`src/rtl/fbw_pkg.sv`:
```
// Shared widths, register map constants and types for the window fetch sequencer.
// Assumes 32-bit words and byte addressing.
package fbw_pkg;
    parameter int FBW_ADDR_W = 32;
    parameter int FBW_SIZE_W = 23;
    parameter int FBW_BLEN_W = 7;
    parameter int FBW_SKIP_W = 16;
    parameter int FBW_POFF_W = 5;
    parameter int FBW_LINE_W = 16;
    parameter int FBW_SEL_W  = 3;
    parameter int FBW_DATA_W = 32;

    // register selects
    localparam logic [FBW_SEL_W-1:0] SEL_START = 3'd0;
    localparam logic [FBW_SEL_W-1:0] SEL_FRAME = 3'd1;
    localparam logic [FBW_SEL_W-1:0] SEL_CTRL  = 3'd2;
    localparam logic [FBW_SEL_W-1:0] SEL_SKIP  = 3'd3;
    localparam logic [FBW_SEL_W-1:0] SEL_LINE  = 3'd4;

    // field positions
    localparam int BLEN_LSB = 24;
    localparam int POFF_LSB = 24;
    localparam int CTRL_EN  = 0;
    localparam int CTRL_ABT = 1;
    localparam int CTRL_UPD = 3;
    localparam int CTRL_2D  = 4;

    typedef struct packed {
        logic [FBW_ADDR_W-1:0] start;
        logic [FBW_SIZE_W-1:0] size;
        logic [FBW_BLEN_W-1:0] blen_m1;
        logic [FBW_SKIP_W-1:0] skip;
        logic [FBW_POFF_W-1:0] poff;
        logic [FBW_LINE_W-1:0] line;
        logic                  two_d;
    } fbw_cfg_t;

    localparam fbw_cfg_t FBW_CFG_RESET = '{
        start: '0, size: '0, blen_m1: FBW_BLEN_W'(7),
        skip: '0, poff: '0, line: '0, two_d: 1'b0
    };

    typedef enum logic {ST_IDLE = 1'b0, ST_FETCH = 1'b1} fbw_state_e;
endpackage

```
`src/rtl/fbw_regs.sv`:
```
// Staged register file. Holds the software-written configuration and the enable
// bit, and tracks the pending update flag. Abort is decoded straight from the write.
// Assumes one write per clock; the update set wins over a take in the same clock.
module fbw_regs
    import fbw_pkg::*;
(
    input  logic                  clk,
    input  logic                  rst_n,
    input  logic                  we,
    input  logic [FBW_SEL_W-1:0]  sel,
    input  logic [FBW_DATA_W-1:0] wdata,
    input  logic                  take_upd,
    output fbw_cfg_t              staged,
    output logic                  en,
    output logic                  abort,
    output logic                  pending
);
    logic ctrl_wr;
    logic unused_wdata;

    assign ctrl_wr      = we && (sel == SEL_CTRL);
    assign abort        = ctrl_wr && wdata[CTRL_ABT];
    assign unused_wdata = ^wdata;

    // staged configuration and enable bit
    always_ff @(posedge clk) begin
        if (!rst_n) begin
            staged <= FBW_CFG_RESET;
            en     <= 1'b0;
        end else if (we) begin
            case (sel)
                SEL_START: staged.start <= wdata[FBW_ADDR_W-1:0];
                SEL_FRAME: begin
                    staged.size    <= wdata[FBW_SIZE_W-1:0];
                    staged.blen_m1 <= wdata[BLEN_LSB +: FBW_BLEN_W];
                end
                SEL_CTRL: begin
                    en           <= wdata[CTRL_EN];
                    staged.two_d <= wdata[CTRL_2D];
                end
                SEL_SKIP: begin
                    staged.skip <= wdata[FBW_SKIP_W-1:0];
                    staged.poff <= wdata[POFF_LSB +: FBW_POFF_W];
                end
                SEL_LINE:  staged.line <= wdata[FBW_LINE_W-1:0];
                default: ;
            endcase
        end
    end

    // pending update flag: set by software, cleared when the sequencer takes it
    always_ff @(posedge clk) begin
        if (!rst_n)
            pending <= 1'b0;
        else if (ctrl_wr && wdata[CTRL_UPD])
            pending <= 1'b1;
        else if (take_upd)
            pending <= 1'b0;
    end
endmodule

```
`src/rtl/fbw_burst_len.sv`:
```
// Burst length selector: the smallest of the programmed burst, the words left in
// the frame and, when line capping is on, the words left in the current line.
// Assumes remaining and line_left are nonzero while used.
module fbw_burst_len
    import fbw_pkg::*;
#(
    parameter int LEN_W = FBW_BLEN_W + 1
) (
    input  logic [FBW_BLEN_W-1:0] blen_m1,
    input  logic [FBW_SIZE_W-1:0] remaining,
    input  logic [FBW_LINE_W-1:0] line_left,
    input  logic                  line_cap,
    output logic [LEN_W-1:0]      len
);
    // pick the tightest of the three limits
    always_comb begin
        len = LEN_W'(blen_m1) + LEN_W'(1);
        if (remaining < FBW_SIZE_W'(len))
            len = LEN_W'(remaining);
        if (line_cap && (line_left < FBW_LINE_W'(len)))
            len = LEN_W'(line_left);
    end
endmodule

```
`src/rtl/fbw_seq.sv`:
```
// Frame sequencer. Holds the active configuration, starts a frame when enabled,
// walks the address through bursts and line skips, and ends the frame when every
// word has been granted. Assumes grant is only acted on while requesting.
module fbw_seq
    import fbw_pkg::*;
#(
    parameter int LEN_W = FBW_BLEN_W + 1
) (
    input  logic                  clk,
    input  logic                  rst_n,
    input  logic                  en,
    input  logic                  abort,
    input  logic                  pending,
    input  fbw_cfg_t              staged,
    input  logic                  gnt,
    output logic                  take_upd,
    output logic                  req,
    output logic [FBW_ADDR_W-1:0] addr,
    output logic [LEN_W-1:0]      len,
    output logic                  busy,
    output logic [FBW_POFF_W-1:0] poff
);
    fbw_state_e            state_q;
    fbw_cfg_t              active_q;
    fbw_cfg_t              eff;
    logic [FBW_ADDR_W-1:0] addr_q;
    logic [FBW_SIZE_W-1:0] rem_q;
    logic [FBW_LINE_W-1:0] line_q;
    logic                  use_2d;
    logic                  start;
    logic [FBW_SIZE_W-1:0] rem_next;
    logic [FBW_LINE_W-1:0] line_next;
    logic [FBW_ADDR_W-1:0] addr_step;
    logic [FBW_ADDR_W-1:0] skip_bytes;
    logic                  unused_cfg;

    assign use_2d     = active_q.two_d && (active_q.line != '0);
    assign eff        = pending ? staged : active_q;
    assign take_upd   = (state_q == ST_IDLE) && en && pending && !abort;
    assign start      = (state_q == ST_IDLE) && en && !abort && (eff.size != '0);
    assign rem_next   = rem_q - FBW_SIZE_W'(len);
    assign line_next  = line_q - FBW_LINE_W'(len);
    assign addr_step  = addr_q + (FBW_ADDR_W'(len) << 2);
    assign skip_bytes = FBW_ADDR_W'({active_q.skip[FBW_SKIP_W-1:2], 2'b00});
    assign unused_cfg = ^{active_q.start[1:0], active_q.skip[1:0], eff.blen_m1,
                          eff.skip, eff.poff, eff.two_d};

    fbw_burst_len #(.LEN_W(LEN_W)) u_len (
        .blen_m1   (active_q.blen_m1),
        .remaining (rem_q),
        .line_left (line_q),
        .line_cap  (use_2d),
        .len       (len)
    );

    // frame state, active configuration and address walk
    always_ff @(posedge clk) begin
        if (!rst_n) begin
            state_q  <= ST_IDLE;
            active_q <= FBW_CFG_RESET;
            addr_q   <= '0;
            rem_q    <= '0;
            line_q   <= '0;
        end else if (abort) begin
            state_q <= ST_IDLE;
        end else begin
            case (state_q)
                ST_IDLE: begin
                    if (take_upd)
                        active_q <= staged;
                    if (start) begin
                        state_q <= ST_FETCH;
                        addr_q  <= {eff.start[FBW_ADDR_W-1:2], 2'b00};
                        rem_q   <= eff.size;
                        line_q  <= eff.line;
                    end
                end
                ST_FETCH: begin
                    if (gnt) begin
                        rem_q <= rem_next;
                        if (rem_next == '0)
                            state_q <= ST_IDLE;
                        if (use_2d && (line_next == '0)) begin
                            addr_q <= addr_step + skip_bytes;
                            line_q <= active_q.line;
                        end else begin
                            addr_q <= addr_step;
                            line_q <= line_next;
                        end
                    end
                end
                default: state_q <= ST_IDLE;
            endcase
        end
    end

    assign busy = (state_q == ST_FETCH);
    assign req  = busy;
    assign addr = addr_q;
    assign poff = active_q.poff;
endmodule

```
`src/rtl/fb_window_fetch.sv`:
```
// Top of the framebuffer window fetch sequencer: staged registers feeding a frame
// sequencer that drives a request/grant burst read port.
// Assumes a single clock and a synchronous active-low reset.
module fb_window_fetch
    import fbw_pkg::*;
#(
    parameter int LEN_W = FBW_BLEN_W + 1
) (
    input  logic                  clk,
    input  logic                  rst_n,
    input  logic                  cfg_we,
    input  logic [FBW_SEL_W-1:0]  cfg_sel,
    input  logic [FBW_DATA_W-1:0] cfg_wdata,
    output logic                  mem_req,
    output logic [FBW_ADDR_W-1:0] mem_addr,
    output logic [LEN_W-1:0]      mem_len,
    input  logic                  mem_gnt,
    output logic                  busy,
    output logic [FBW_POFF_W-1:0] pix_offset,
    output logic                  upd_pending
);
    fbw_cfg_t staged;
    logic     en;
    logic     abort;
    logic     take_upd;

    fbw_regs u_regs (
        .clk      (clk),
        .rst_n    (rst_n),
        .we       (cfg_we),
        .sel      (cfg_sel),
        .wdata    (cfg_wdata),
        .take_upd (take_upd),
        .staged   (staged),
        .en       (en),
        .abort    (abort),
        .pending  (upd_pending)
    );

    fbw_seq #(.LEN_W(LEN_W)) u_seq (
        .clk      (clk),
        .rst_n    (rst_n),
        .en       (en),
        .abort    (abort),
        .pending  (upd_pending),
        .staged   (staged),
        .gnt      (mem_gnt),
        .take_upd (take_upd),
        .req      (mem_req),
        .addr     (mem_addr),
        .len      (mem_len),
        .busy     (busy),
        .poff     (pix_offset)
    );
endmodule

```
`config.mk`:
```
export PLATFORM = sky130hd
export DESIGN_NAME = fb_window_fetch
export DESIGN_NICKNAME = d
export VERILOG_FILES = /design/src/rtl/fbw_pkg.sv /design/src/rtl/fbw_regs.sv /design/src/rtl/fbw_burst_len.sv /design/src/rtl/fbw_seq.sv /design/src/rtl/fb_window_fetch.sv
export SDC_FILE = /design/constraint.sdc
export NUM_CORES = 1
export LEC_CHECK = 0
export CORE_MARGIN = 3
export CORE_UTILIZATION = 45
export DETAILED_ROUTE_END_ITERATION = 6
export PLACE_DENSITY = 0.66
export SYNTH_ARGS = -nofsm -noshare
export SYNTH_HDL_FRONTEND = slang
export SYNTH_SLANG_ARGS = --single-unit
```
`constraint.sdc`:
```
create_clock -name clk -period 9 [get_ports clk]
set_input_delay 1.8 -clock clk [delete_from_list [all_inputs] [get_ports clk]]
set_output_delay 1.8 -clock clk [all_outputs]
set_load 0.1 [all_outputs]
```
* Yosys cells after proc, flatten, opt, wreduce, memory -nomap -nowiden
Index checks and enable logic that the tools add are counted.
Operators by class: add/subtract/negate cells 5, $lt $le $gt $ge 2, equal/unequal tests 6, muxes and demuxes 20, bitwise gates (word level) 3, reductions and logical operators 26
Operators with widths (number):
- 100-bit 2-to-1 mux | 1
- 32-bit 2-to-1 mux | 3
- 32-bit one-hot mux with 2 select lines | 1
- 16-bit 2-to-1 mux | 3
- 23-bit 2-to-1 mux | 2
- 23-bit one-hot mux with 2 select lines | 1
- 32-bit by 10-bit adder with 32-bit output | 1
- 32-bit by 16-bit adder with 32-bit output | 1
- 16-bit one-hot mux with 2 select lines | 1
- 23-bit logical NOT | 1
- 23-bit by 8-bit < comparator with 1-bit output | 1
- 23-bit nonzero test | 1
- 23-bit by 8-bit subtractor with 23-bit output | 1
- 16-bit logical NOT | 1
- 16-bit by 8-bit < comparator with 1-bit output | 1
- 8-bit 2-to-1 mux | 2
- 16-bit nonzero test | 1
- 16-bit by 8-bit subtractor with 16-bit output | 1
- 1-bit logical AND | 11
- 2-bit AND reduction | 5
- 7-bit by 1-bit adder with 8-bit output (second input constant) | 1
- 3-bit by 2-bit equality test with 1-bit output (second input constant) | 2
- 3-bit AND reduction | 2
- 1-bit 2-to-1 mux | 5
- other kinds (10) | 12
Storage, ports and cells: register bits 274, input bits 39

* Logic depth before layout (Yosys ltp)
depth in word-level cells 12, mapped depth 36, gate-level depth less buffers 36

* Hierarchy
From an unflattened synthesis, not the netlist that was laid out.
Unflattened totals: cell total of the unflattened synthesis 1907, area total of the unflattened synthesis 15295.9 µm²
Modules (own cells, without submodules):
- fbw_seq | times used 1, cells each 1436, area an instance 10726.5 µm², seq. area each 3323.2 µm²
- fbw_regs | times used 1, cells each 373, area an instance 3826.2 µm², seq. area each 2042.0 µm²
- fbw_burst_len | times used 1, cells each 98, area an instance 743.2 µm², seq. area each 0.0 µm²

* Worst setup path after synthesis
Ideal clock, no wire load.
kind reg-to-reg, start point register u_seq.active_q[38] (netlist name), end point register u_seq.addr_q[23], in the netlist u_seq.addr[23], library setup time 114 ps, data arrival time 9438 ps, path slack -552 ps, stages on the path, launching flop included 32, path buffers 0, period minus slack after synthesis 9552 ps, cell sequence dfxtp_1 ha_1 nand3_1 xor2_1 ha_1 a21o_1 a21o_1 a21o_1 a211oi_4 mux2_2 ha_1 and4_1 a211oi_1 o2111ai_4 inv_1 a21oi_1 nor3_1 ha_1 fa_1 a211oi_1 o21ai_1 xor2_1 ha_1 a21o_1 a21oi_1 o21bai_1 a2111oi_0 o31a_1 o21bai_1 and4b_1 xnor2_1 a2111oi_0
On the way: word-level cells in the longest chain between the ends 12, elaborated cells on any way between the ends 14, those cells by class add/sub: 4; order compare: 2; mux: 5; reduce/logical: 3
Ends and longest elaborated chain:
- from (decl) | RTL line fbw_seq.sv:24 | fbw_cfg_t active_q;
- from (signal assigned) | RTL line fbw_seq.sv:70 | active_q <= staged;
- 7-bit by 1-bit adder with 8-bit output (*) | RTL line fbw_burst_len.sv:17 | len = LEN_W'(blen_m1) + LEN_W'(1);
- 23-bit by 8-bit < comparator with 1-bit output | RTL line fbw_burst_len.sv:18 | if (remaining < FBW_SIZE_W'(len))
- 8-bit 2-to-1 mux (*) | RTL line fbw_burst_len.sv:18
- 16-bit by 8-bit < comparator with 1-bit output | RTL line fbw_burst_len.sv:20 | if (line_cap && (line_left < FBW_LINE_W'(len)))
- 1-bit logical AND | RTL line fbw_burst_len.sv:20
- 8-bit 2-to-1 mux (*) | RTL line fbw_burst_len.sv:20
- via mem_len[0] | RTL line fb_window_fetch.sv:16 | output logic [LEN_W-1:0] mem_len,
- parallel branches: the longest is 3 deep, another holds 32-bit by 10-bit adder with 32-bit output
- 32-bit 2-to-1 mux (*) | RTL line fbw_seq.sv:83 | if (use_2d && (line_next == '0)) begin
- 32-bit 2-to-1 mux (*) | RTL line fbw_seq.sv:79 | if (gnt) begin
- 32-bit one-hot mux with 2 select lines (*) | RTL line fbw_seq.sv:67 | case (state_q)
- to (signal assigned) | RTL line fbw_seq.sv:73 | addr_q <= {eff.start[FBW_ADDR_W-1:2], 2'b00};
- to (signal assigned) | RTL line fbw_seq.sv:84 | addr_q <= addr_step + skip_bytes;
- to (signal assigned) | RTL line fbw_seq.sv:87 | addr_q <= addr_step;
- to (decl) | RTL line fbw_seq.sv:26 | logic [FBW_ADDR_W-1:0] addr_q;
Mark *: on every way through the listed nets, which the timed path passes. The select of a mux whose other input is x is not followed. A chain may end at the register's enable or synchronous reset.

* Worst setup path in the final report
start point register u_seq.active_q[38] (netlist name), end point register u_seq.addr_q[23], in the netlist u_seq.addr[23]
On the way: word-level cells in the longest chain between the ends 12, elaborated cells on any way between the ends 14, those cells by class add/sub: 4; order compare: 2; mux: 5; reduce/logical: 3
Ends and longest elaborated chain (RTL line):
- 7-bit by 1-bit adder with 8-bit output (*) | fbw_burst_len.sv:17
- 23-bit by 8-bit < comparator with 1-bit output | fbw_burst_len.sv:18
- 8-bit 2-to-1 mux (*) | fbw_burst_len.sv:18
- 16-bit by 8-bit < comparator with 1-bit output | fbw_burst_len.sv:20
- 1-bit logical AND | fbw_burst_len.sv:20
- 8-bit 2-to-1 mux (*) | fbw_burst_len.sv:20
- parallel branches: the longest is 3 deep, another holds 32-bit by 10-bit adder with 32-bit output
- 32-bit 2-to-1 mux (*) | fbw_seq.sv:83
- 32-bit 2-to-1 mux (*) | fbw_seq.sv:79
- 32-bit one-hot mux with 2 select lines (*) | fbw_seq.sv:67
Every way passes the cells marked *. The select of a mux whose other input is x is not followed.

==> flow_summary_export.csv <==
group,metric,value,unit
finish,final_common_cell,"nand2_1",
synth,synth-edff-count,0,
timing,setup_viol,0,
timing,maxSlewViolCount,0,
floorplan,core,0.0326,sq mm
finish,final_cell_mix,"497 x nand2_1, 277 x a21oi_1, 262 x dfxtp_1",
worst_setup_path,crit_buf_inv,1,
timing,final.min_clock_period,8.58,ns
outcome,status,"complete, no violations",
placed_design,port_buffers,84,
worst_setup_path,critical_path_depth,31,
run,drv_cap,0,
worst_setup_path,reg2reg_from,"u_seq.active_q[38]",
worst_setup_path,end_kind,"register",
synth,ys_warn_count,0,
floorplan,start_util,0.458,
global_routing,grt_start_max_net_pins,96,
route,antenna_left,0,
worst_setup_path,ff2ff_path_depth,31,
pwr,p_per_area,150,mW/mm^2
timing,holdWs,0.451,ns
synth,netlist_area,0.0149,sq mm
global_routing,gr-total-overflow,0,
worst_setup_path,critical_path_class,"register to register",
finish,final_util,0.521,
synth,synth.distinct_cells,86,
clocking,cts_root_buffer,"clkbuf_16",
synth,ys.flop_type,"dfxtp_1",
worst_setup_path,rr_endpoint,"u_seq.addr[23]",
worst_setup_path,cp-start-kind,"register",
timing,finalHoldViolations,0,
floorplan,die_h,188,um
clocking,cts.sink_count,264,
worst_setup_path,crit_slowest_cell,"a2111oi_1",
route,wl,50100,um
synth,synth-seq-cells,264,
floorplan,die-area,0.0354,sq mm
finish,multi_input_area,0.00900,sq mm
route,first_iter_violations,1616,
worst_setup_path,rrSetupSlack,0.42,ns
timing,worst_slew_pin_slew,1.18,ns
min_path,worstHoldStart,"u_seq.active_q[81]",
global_routing,antenna_found_initial,0,
placed_design,gp_congestion,0.917,
clocking,clk_pin_slew,0.06,ns
min_path,min_path_type,"register to register",
synth,netlist_instances,1982,
worst_setup_path,worstPathRequired,9.43,ns
pwr,leakage,0.00592,uW
timing,min_period_over_period,0.954,
timing,maxSlewHeadroom,0.216,
finish,nFillCells,3155,
global_routing,grt_util_all_layers,0.272,
worst_setup_path,crit_family,"compound AO/OA/AOI/OAI gates",
route,vias,14617,
finish,drive_gt1_frac,0.0561,
clocking,cts_buffers,29,
min_path,hold_path_depth,2,
finish,synthToLayoutAreaGrowth,13.6,%
finish,seqCellArea,0.00529,sq mm
synth,synth.avg_cell_area,7.54,sq um
placed_design,hpwl,35000,um
global_routing,grt_pass1_vias,13489,
synth,async_reset_ff_frac,0,
pwr,peakVddDrop,0.127,mV
global_routing,grt_pass1_wl,77500,um
clocking,clock_latency,0.56,ns
clocking,cts_max_level,1,
min_path,min_to,"u_seq.active_q[81]",
worst_setup_path,path_common_cell,"ha_1",
timing,final.setup_skew,0.0213,ns
worst_setup_path,cp_max_fo,10,
route,drc,0,
finish,nets,2086,
worst_setup_path,cpPeakStageDelay,0.62,ns
clocking,tritoncts,"yes",
floorplan,die_w,188,um
synth,ys_seq_area_frac,0.354,
worst_setup_path,cp_data_arrival_time,9.02,ns
floorplan,rows,66,
finish,antenna_cells,0,
route,drt-vias-per-instance,5.95,
clocking,cts_buffer_depth,3,
timing,fmax,116,MHz
floorplan,ios,87,
clocking,postCtsSetupRepairBufs,0,
route,firstDrtPassIters,6,
route,avgRoutedWirePerCell,20.4,um
stage by stage:
stage / setup slack, ns / cell area [sq um] / cells / TNS (ns) / power [uW]
2_1_floorplan: 0.466 / 15000 / 1983 / 0 / 1300
5_1_grt: -0.0879 / 17000 / 2455 / -0.0879 / 2620
4_1_cts: 0.501 / 17000 / 2455 / 0 / 2560
3_5_place_dp: 0.509 / 16000 / 2402 / 0 / 1370
6_report: 0.415 / 17000 / 2455 / 0 / 2540
3_3_place_gp: 0.809 / 16000 / 2402 / 0 / 1370
how the worst max path moves through the flow:
stage                endpoint               start  slack, ns
3_3_place_gp   u_seq.addr[23]  u_seq.active_q[38]       0.81
6_report       u_seq.addr[23]  u_seq.active_q[38]       0.42
2_1_floorplan  u_seq.addr[23]  u_seq.active_q[38]       0.47
4_1_cts        u_seq.addr[23]  u_seq.active_q[38]       0.50
3_5_place_dp   u_seq.addr[23]  u_seq.active_q[38]       0.51
5_1_grt        u_seq.addr[23]  u_seq.active_q[38]      -0.09
per-layer routing:
metal	routed length [um]	GRT usage
met5	0	0
met4	1240	0.0678
met3	3750	0.0287
met2	21800	0.419
met1	23300	0.408
logic make-up after synthesis:
kind of cell,Yosys count,synth area share
and+or+nand+nor,818,0.244
other,1,0.000251
AOI/OAI and AO/OA,551,0.229
xor gates and xnor gates,68,0.0404
DFF,264,0.354
buffers and inverters,170,0.0464
muxes,53,0.0365
adders and majority gates,57,0.0496
flip-flops by register name, indices dropped and copies added (netlist names):
signal and cells:
u_seq.addr 30, u_regs.pending 1, u_regs.staged 96, u_seq.poff 5
u_seq.active_q 91, u_regs.en 1, u_seq.rem_q 23, u_seq.busy 1
u_seq.line_q 16
area by class of cell:
cell class / instances / share of cell area
clock inverters: 11 / 0.00553
multi-input cells: 1549 / 0.530
repair buffers: 106 / 0.0592
clock buffers: 42 / 0.0515
well taps: 442 / 0.0326
flip-flops and latches: 264 / 0.312
inverters: 41 / 0.00936
synth_stat cells, drive strengths merged, types with 5 or more instances:
| library cell | number | share of area |
|---|---|---|
| a21oi | 277 | 0.093 |
| and4 | 8 | 0.0047 |
| dfxtp | 264 | 0.35 |
| a211oi | 42 | 0.022 |
| o31ai | 5 | 0.0025 |
| or3 | 11 | 0.0046 |
| xnor2 | 43 | 0.026 |
| nor2 | 103 | 0.026 |
| nor3 | 30 | 0.010 |
| a211o | 5 | 0.0029 |
| a311o | 9 | 0.0060 |
| xor2 | 25 | 0.015 |
| nand4 | 13 | 0.0059 |
| mux2 | 12 | 0.0090 |
| o21ai | 63 | 0.021 |
| o2111ai | 6 | 0.0047 |
| nand2 | 498 | 0.13 |
| a2111oi | 11 | 0.0064 |
| o21bai | 8 | 0.0040 |
| nand3 | 36 | 0.012 |
| or4 | 11 | 0.0058 |
| and3 | 15 | 0.0064 |
| a31oi | 14 | 0.0069 |
| o21a | 16 | 0.0080 |
| nor4 | 21 | 0.0092 |
| o221ai | 7 | 0.0041 |
| a21o | 19 | 0.0095 |
| nor2b | 29 | 0.012 |
| mux2i | 41 | 0.027 |
| o211ai | 20 | 0.010 |
| nor4b | 5 | 0.0039 |
| inv | 41 | 0.010 |
| a221oi | 5 | 0.0029 |
| clkbuf | 101 | 0.025 |
| o22ai | 8 | 0.0033 |
| nand2b | 8 | 0.0033 |
| buf | 28 | 0.011 |
| ha | 52 | 0.044 |
| nor3b | 6 | 0.0030 |
| and2 | 11 | 0.0046 |
repair_timing:
action,in CTS,in global routing
hold buffers,0,0
endpoints found under the setup margin,0,1
resized for setup,0,1
where the power goes:
| part | switching [uW] | internal, uW | leakage [uW] | total, uW |
|---|---|---|---|---|
| Clock | 499 | 700 | 0.000472 | 1200 |
| Combinational | 105 | 50.3 | 0.00332 | 155 |
| Sequential | 11.7 | 1180 | 0.00213 | 1190 |
worst register-to-register path, delay by kind of cell, from the launching register on:
| family | cells | cell delay [ns] |
|---|---|---|
| AO/OA/AOI/OAI | 16 | 4.50 |
| XOR/XNOR | 3 | 0.52 |
| adder cells (fa/ha/maj) | 6 | 1.78 |
| buffers and inverters | 1 | 0.09 |
| flip-flops | 1 | 0.38 |
| multiplexers | 1 | 0.43 |
| AND/OR/NAND/NOR | 4 | 0.75 |
(Power assumes the default switching activity.)
